===== config.mk =====
export PLATFORM = sky130hd
export DESIGN_NAME = quad_write_guard
export DESIGN_NICKNAME = d
export VERILOG_FILES = /design/src/rtl/quad_guard_pkg.sv /design/src/rtl/quad_guard_ctrl.sv /design/src/rtl/quad_guard_dp.sv /design/src/rtl/quad_write_guard.sv
export SDC_FILE = /design/constraint.sdc
export NUM_CORES = 1
export LEC_CHECK = 0
export BUFFER_PORTS_ARGS = -buffer_cell sky130_fd_sc_hd__buf_2
export CELL_PAD_IN_SITES_DETAIL_PLACEMENT = 1
export CELL_PAD_IN_SITES_GLOBAL_PLACEMENT = 1
export CORE_MARGIN = 4
export CORE_UTILIZATION = 32
export CTS_CLUSTER_DIAMETER = 100
export CTS_CLUSTER_SIZE = 30
export DETAILED_ROUTE_END_ITERATION = 8
export PLACE_DENSITY = 0.95
export SLEW_MARGIN = 5
export SYNTH_ARGS = -nofsm -noshare
export SYNTH_HDL_FRONTEND = slang
export SYNTH_SLANG_ARGS = --single-unit

===== constraint.sdc =====
create_clock -name clk -period 3.7 [get_ports clk]
set_input_delay 0.37 -clock clk [delete_from_list [all_inputs] [get_ports clk]]
set_output_delay 0.37 -clock clk [all_outputs]
set_load 0.05 [all_outputs]

===== src/rtl/quad_guard_pkg.sv =====
package quad_guard_pkg;

  localparam int QUAD_LSB     = 8;
  localparam int PS_LSB       = 10;
  localparam int QUADS_PER_PS = 4;

  typedef enum logic [1:0] {
    SPAN_ONE  = 2'd0,
    SPAN_TWO  = 2'd1,
    SPAN_FOUR = 2'd2
  } spanT;

  typedef struct packed {
    logic setQuad;
    logic clrQuad;
    logic setMem;
    logic clrMem;
    logic capture;
  } strobeT;

  // quadrant whose bit governs quadrant q under the given span
  function automatic int ownerQuad(input logic [1:0] span, input int q);
    if (span == SPAN_ONE) return q;
    if (span == SPAN_TWO) return q & 2;
    return 0;
  endfunction

endpackage


===== src/rtl/quad_guard_ctrl.sv =====
module quad_guard_ctrl
  import quad_guard_pkg::*;
(
  input  logic   clk,
  input  logic   rstN,
  input  logic   quadSetWe,
  input  logic   quadClrWe,
  input  logic   memSetWe,
  input  logic   memClrWe,
  input  logic   busValid,
  input  logic   busWrite,
  input  logic   busPriv,
  input  logic   regionProt,
  output strobeT stb,
  output logic   abortPulse
);

  logic violation;

  // only user-mode writes into protected space are illegal
  assign violation = busValid && busWrite && !busPriv && regionProt;

  always_comb begin
    stb         = '0;
    stb.setQuad = quadSetWe;
    stb.clrQuad = quadClrWe;
    stb.setMem  = memSetWe;
    stb.clrMem  = memClrWe;
    stb.capture = violation;
  end

  always_ff @(posedge clk) begin
    if (!rstN) abortPulse <= 1'b0;
    else       abortPulse <= violation;
  end

endmodule


===== src/rtl/quad_guard_dp.sv =====
module quad_guard_dp
  import quad_guard_pkg::*;
#(
  parameter int NUM_PS    = 4,
  parameter int NUM_MEM   = 4,
  parameter int ADDR_W    = 16,
  parameter int MEM_SHIFT = 12,
  parameter logic [2*NUM_PS-1:0] PS_SPAN = 8'b10_01_00_00,
  localparam int NQ    = NUM_PS * QUADS_PER_PS,
  localparam int PS_W  = (NUM_PS > 1) ? $clog2(NUM_PS) : 1,
  localparam int MEM_W = (NUM_MEM > 1) ? $clog2(NUM_MEM) : 1
) (
  input  logic              clk,
  input  logic              rstN,
  input  strobeT            stb,
  input  logic [NQ-1:0]     quadWdata,
  input  logic [NUM_MEM-1:0] memWdata,
  input  logic              busMem,
  input  logic [ADDR_W-1:0] busAddr,
  output logic              regionProt,
  output logic [NQ-1:0]     quadProt,
  output logic [NUM_MEM-1:0] memProt,
  output logic [ADDR_W-1:0] faultAddr
);

  logic [NQ-1:0]      quadReg;
  logic [NUM_MEM-1:0] memReg;
  logic [NQ-1:0]      implMask;
  logic [NQ-1:0]      govBits;

  // per-frame folding: a bit exists only where it governs itself
  for (genvar p = 0; p < NUM_PS; p++) begin : gPs
    for (genvar q = 0; q < QUADS_PER_PS; q++) begin : gQuad
      localparam int OWN = ownerQuad(PS_SPAN[2*p +: 2], q);
      assign implMask[QUADS_PER_PS*p + q] = (OWN == q);
      assign govBits[QUADS_PER_PS*p + q]  = quadReg[QUADS_PER_PS*p + OWN];
    end
  end

  logic [NQ-1:0] quadSetMask, quadClrMask;
  logic [NUM_MEM-1:0] memSetMask, memClrMask;

  assign quadSetMask = stb.setQuad ? quadWdata : '0;
  assign quadClrMask = stb.clrQuad ? quadWdata : '0;
  assign memSetMask  = stb.setMem  ? memWdata  : '0;
  assign memClrMask  = stb.clrMem  ? memWdata  : '0;

  always_ff @(posedge clk) begin
    if (!rstN) begin
      quadReg <= '0;
      memReg  <= '0;
    end else begin
      quadReg <= ((quadReg | quadSetMask) & ~quadClrMask) & implMask;
      memReg  <= (memReg | memSetMask) & ~memClrMask;
    end
  end

  // address decode
  logic [PS_W-1:0]    psIdx;
  logic [1:0]         quadIdx;
  logic [MEM_W-1:0]   memIdx;
  logic               regHit, memHit;

  assign psIdx   = busAddr[PS_LSB +: PS_W];
  assign quadIdx = busAddr[QUAD_LSB +: 2];
  assign memIdx  = busAddr[MEM_SHIFT +: MEM_W];

  always_comb begin
    regHit = 1'b0;
    if (int'(psIdx) < NUM_PS) regHit = govBits[{psIdx, quadIdx}];
    memHit = 1'b0;
    if (int'(memIdx) < NUM_MEM) memHit = memReg[memIdx];
  end

  assign regionProt = busMem ? memHit : regHit;

  always_ff @(posedge clk) begin
    if (!rstN)           faultAddr <= '0;
    else if (stb.capture) faultAddr <= busAddr;
  end

  assign quadProt = quadReg;
  assign memProt  = memReg;

endmodule


===== src/rtl/quad_write_guard.sv =====
module quad_write_guard
  import quad_guard_pkg::*;
#(
  parameter int NUM_PS    = 4,
  parameter int NUM_MEM   = 4,
  parameter int ADDR_W    = 16,
  parameter int MEM_SHIFT = 12,
  parameter logic [2*NUM_PS-1:0] PS_SPAN = 8'b10_01_00_00,
  localparam int NQ = NUM_PS * QUADS_PER_PS
) (
  input  logic               clk,
  input  logic               rstN,
  input  logic               quadSetWe,
  input  logic               quadClrWe,
  input  logic [NQ-1:0]      quadWdata,
  input  logic               memSetWe,
  input  logic               memClrWe,
  input  logic [NUM_MEM-1:0] memWdata,
  output logic [NQ-1:0]      quadProt,
  output logic [NUM_MEM-1:0] memProt,
  input  logic               busValid,
  input  logic               busWrite,
  input  logic               busPriv,
  input  logic               busMem,
  input  logic [ADDR_W-1:0]  busAddr,
  output logic               abortPulse,
  output logic [ADDR_W-1:0]  faultAddr
);

  strobeT stb;
  logic   regionProt;

  quad_guard_ctrl uCtrl (
    .clk        (clk),
    .rstN       (rstN),
    .quadSetWe  (quadSetWe),
    .quadClrWe  (quadClrWe),
    .memSetWe   (memSetWe),
    .memClrWe   (memClrWe),
    .busValid   (busValid),
    .busWrite   (busWrite),
    .busPriv    (busPriv),
    .regionProt (regionProt),
    .stb        (stb),
    .abortPulse (abortPulse)
  );

  quad_guard_dp #(
    .NUM_PS    (NUM_PS),
    .NUM_MEM   (NUM_MEM),
    .ADDR_W    (ADDR_W),
    .MEM_SHIFT (MEM_SHIFT),
    .PS_SPAN   (PS_SPAN)
  ) uDp (
    .clk        (clk),
    .rstN       (rstN),
    .stb        (stb),
    .quadWdata  (quadWdata),
    .memWdata   (memWdata),
    .busMem     (busMem),
    .busAddr    (busAddr),
    .regionProt (regionProt),
    .quadProt   (quadProt),
    .memProt    (memProt),
    .faultAddr  (faultAddr)
  );

endmodule


==> key figures <==
Synth
  • Yosys cell types: 19
  • Seq/Total Area, Yosys: 45.0%
  • Syn Area/Cell: 8.33 µm²
  • Post-Synthesis Cells: 171
  • Seq cells post-synth: 32
  • Synth warnings: 0
  • Synth Cell Area: 1420 µm²

Power
  • Sw Pwr: 0.237 mW
  • Switching Share: 30.0%
  • Clock power frac: 34.3%
  • Combinational share of power: 19.3%
  • Leakage: 0.927 nW
  • Worst IR drop on VDD: 0.196 mV
  • P_int: 0.552 mW
  • PwrDens: 421 nW/µm²
  • Reg power frac: 46.4%

Routing
  • Wire per inst: 13.7 µm
  • Routed WL: 4.00 mm
  • Via Count: 1377
  • DR DRC count: 0
  • Number of DRC markers in iteration 0: 43
  • Pre-antenna DRT Iters: 2
  • Vias per cell: 4.72
  • Antenna viol nets, final: 0

Timing
  • Tcrit/Tclk final: 59.6%
  • Final Max Tran Viols: 0
  • Tmin final: 2.20 ns
  • Final Hold Viols: 0
  • Final setup viols: 0
  • Setup ws final: 1.50 ns
  • Slew HR: 47.2%
  • Setup TNS: 0 ns
  • RSZ-0062 raised after global routing: false
  • Fmax achieved: 454 MHz
  • Clock Skew: 0.00293 ns
  • Least-Margin Pin Slew: 0.792 ns

Setup path
  • Register-to-register setup slack: 1.50 ns
  • Most numerous cell on the critical path: mux2i_1
  • Crit path arrival time: 2.40 ns
  • Crit path largest cell delay: 0.59 ns
  • Crit. End Element: flip-flop
  • CP max FO: 9
  • Worst r2r src: uDp.quadProt[5]
  • CP endpoint: uDp.faultAddr[6]
  • Slowest cell on the critical path: nor4_4
  • CP Launch Type: flip-flop
  • Critical Path RT: 3.90 ns
  • Worst R2R Path Depth: 6
  • Crit path from: uDp.quadProt[5]
  • CP cell instances: mux2i_1 -> a221oi_1 -> a221oi_2 -> nor4_4 -> buf_4 -> mux2i_1
  • WS Path Type: reg -> reg
  • R2r endpoint: uDp.faultAddr[6]

Finish
  • Area growth syn-to-layout: 31.7%
  • Commonest non-fill, non-tap cell in the layout: buf_2
  • Number of diodes: 0
  • Most frequent cells in the layout: buf_2 (72), nand2_1 (64), dfxtp_1 (32), mux2i_1 (19), nor2_1 (16)
  • Layout Nets: 287
  • Fraction of layout cells with a size suffix above 1: 35.5%

CTS
  • Cts repair resizes: 0
  • CTS Buffer Depth: 2
  • Postcts setup bufs: 0
  • Hold-fix buffers, CTS: 0
  • Clock slew at reported path FFs: 0.06 ns
  • Cts bufs inserted: 5
  • CTS tree: done
  • H-tree level count: 2
  • Root buf cell: clkbuf_8
  • Latest clock arrival within the worst-skew pair: 0.28 ns
  • Clock sinks: 32

Floorplanning
  • I/O pin count: 83
  • DIE AREA: 5580 µm²
  • Area of the core: 4140 µm²
  • Num rows: 23
  • Width of the chip: 74.7 µm
  • Die Ht: 74.7 µm
  • Initial core utilization: 34.4%

Global route
  • Total congestion overflow: 0
  • Total GRT Usage: 14.8%
  • Initial antenna violation count: 0
  • First-pass GRT wire length: 6.28 mm
  • Vias in the first global route: 1422
  • Largest net degree at the start of global routing: 49

Outcome
  • Run status: completed

Worst hold path
  • Hold crit path type: in -> reg

Place
  • Pre-CTS setup slack: 1.26 ns
  • Dpl hpwl: 3.18 mm
  • I/O Buffers: 72
  • RD Place Congestion: 0.718

Run
  • Number of max-cap violations: 0
==> sequential cells by signal, indices dropped and copies added (netlist names) <==
signal	count
uDp.faultAddr	16
uDp.memProt	4
uDp.quadProt	11
uCtrl.abortPulse	1
==> per-stage QoR <==
step | instance area [µm²] | util, % | total power [mW] | std cells | hold slack, ns
2_1_floorplan | 1440 | - | 0.480 | 175 | 0.511
3_3_place_gp | 1780 | 43.0 | 0.523 | 284 | 0.440
3_5_place_dp | 1780 | 43.0 | 0.527 | 284 | 0.449
4_1_cts | 1880 | 45.3 | 0.803 | 292 | 0.324
5_1_grt | 1880 | 45.3 | 0.828 | 292 | 0.337
6_report | 1880 | 45.3 | 0.789 | 292 | 0.335
==> per-layer routing <==
metal  GRT usage, %  vias up  wire length, µm
met4           5.34        0               48
met3           4.94        8              301
met1           16.9      638             1600
met5              0        -                0
met2           25.7       48             2050
li1               -      683                -
==> cells in the mapped netlist <==
cell type / instances / share of area (%)
buf_12: 1 / 1.4
nor2_1: 16 / 4.2
nor4_2: 1 / 0.88
mux4_2: 2 / 3.2
nor2b_1: 2 / 0.88
and2_1: 1 / 0.44
buf_1: 2 / 0.53
mux2i_1: 19 / 13
nand2_1: 64 / 17
conb_1: 1 / 0.26
a221oi_2: 1 / 1.1
dfxtp_1: 32 / 45
o21ai_0: 1 / 0.35
nand2b_4: 1 / 0.97
buf_4: 5 / 2.6
a21oi_1: 15 / 5.3
buf_6: 1 / 0.79
a221oi_1: 1 / 0.62
clkbuf_1: 5 / 1.3
==> cells by family after synthesis <==
family,after synthesis,share of synthesized area [%]
AOI/OAI and AO/OA,18,7.29
buffers and inverters,14,6.68
muxes,21,16.5
other,1,0.263
and+or+nand+nor,85,24.3
DFF,32,45.0
==> worst min-delay path by stage <==
stage / slack (ns) / cells after the start / end / start
final: 0.33 / 3 / uDp.faultAddr[2] / busAddr[2]
after floorplan: 0.51 / 2 / uDp.memProt[0] / memSetWe
after detailed placement: 0.45 / 2 / uDp.faultAddr[10] / uDp.faultAddr[10]
after CTS: 0.32 / 3 / uDp.quadProt[8] / quadWdata[8]
after global routing: 0.34 / 3 / uDp.faultAddr[7] / busAddr[7]
after global placement: 0.44 / 2 / uDp.faultAddr[6] / uDp.faultAddr[6]
==> final cells by class <==
cell class | count | area (µm²)
clock buffers | 6 | 82.6
clock inverters | 2 | 10.0
fillers | 541 | 2270
multi-input cells | 129 | 712
flip-flops and latches | 32 | 641
well taps | 50 | 62.6
repair buffers | 73 | 368
==> power groups by stage <==
| stage | clock, mW | sequential, mW | combinational [mW] |
|---|---|---|---|
| after CTS | 0.282 | 0.366 | 0.154 |
| after global placement | 0 | 0.373 | 0.149 |
| after detailed placement | 0 | 0.374 | 0.154 |
| final | 0.271 | 0.366 | 0.152 |
| after global routing | 0.296 | 0.368 | 0.165 |
| after floorplan | 0 | 0.417 | 0.0638 |
==> worst max-delay path, delay by kind of cell (launching register included) <==
kind	cells	cell delay [ns]
flip-flops	1	0.38
buffers and inverters	1	0.33
AND/OR/NAND/NOR	1	0.59
multiplexers	2	0.33
AO/OA/AOI/OAI	2	0.50
Power figures use the tool's default switching activity.
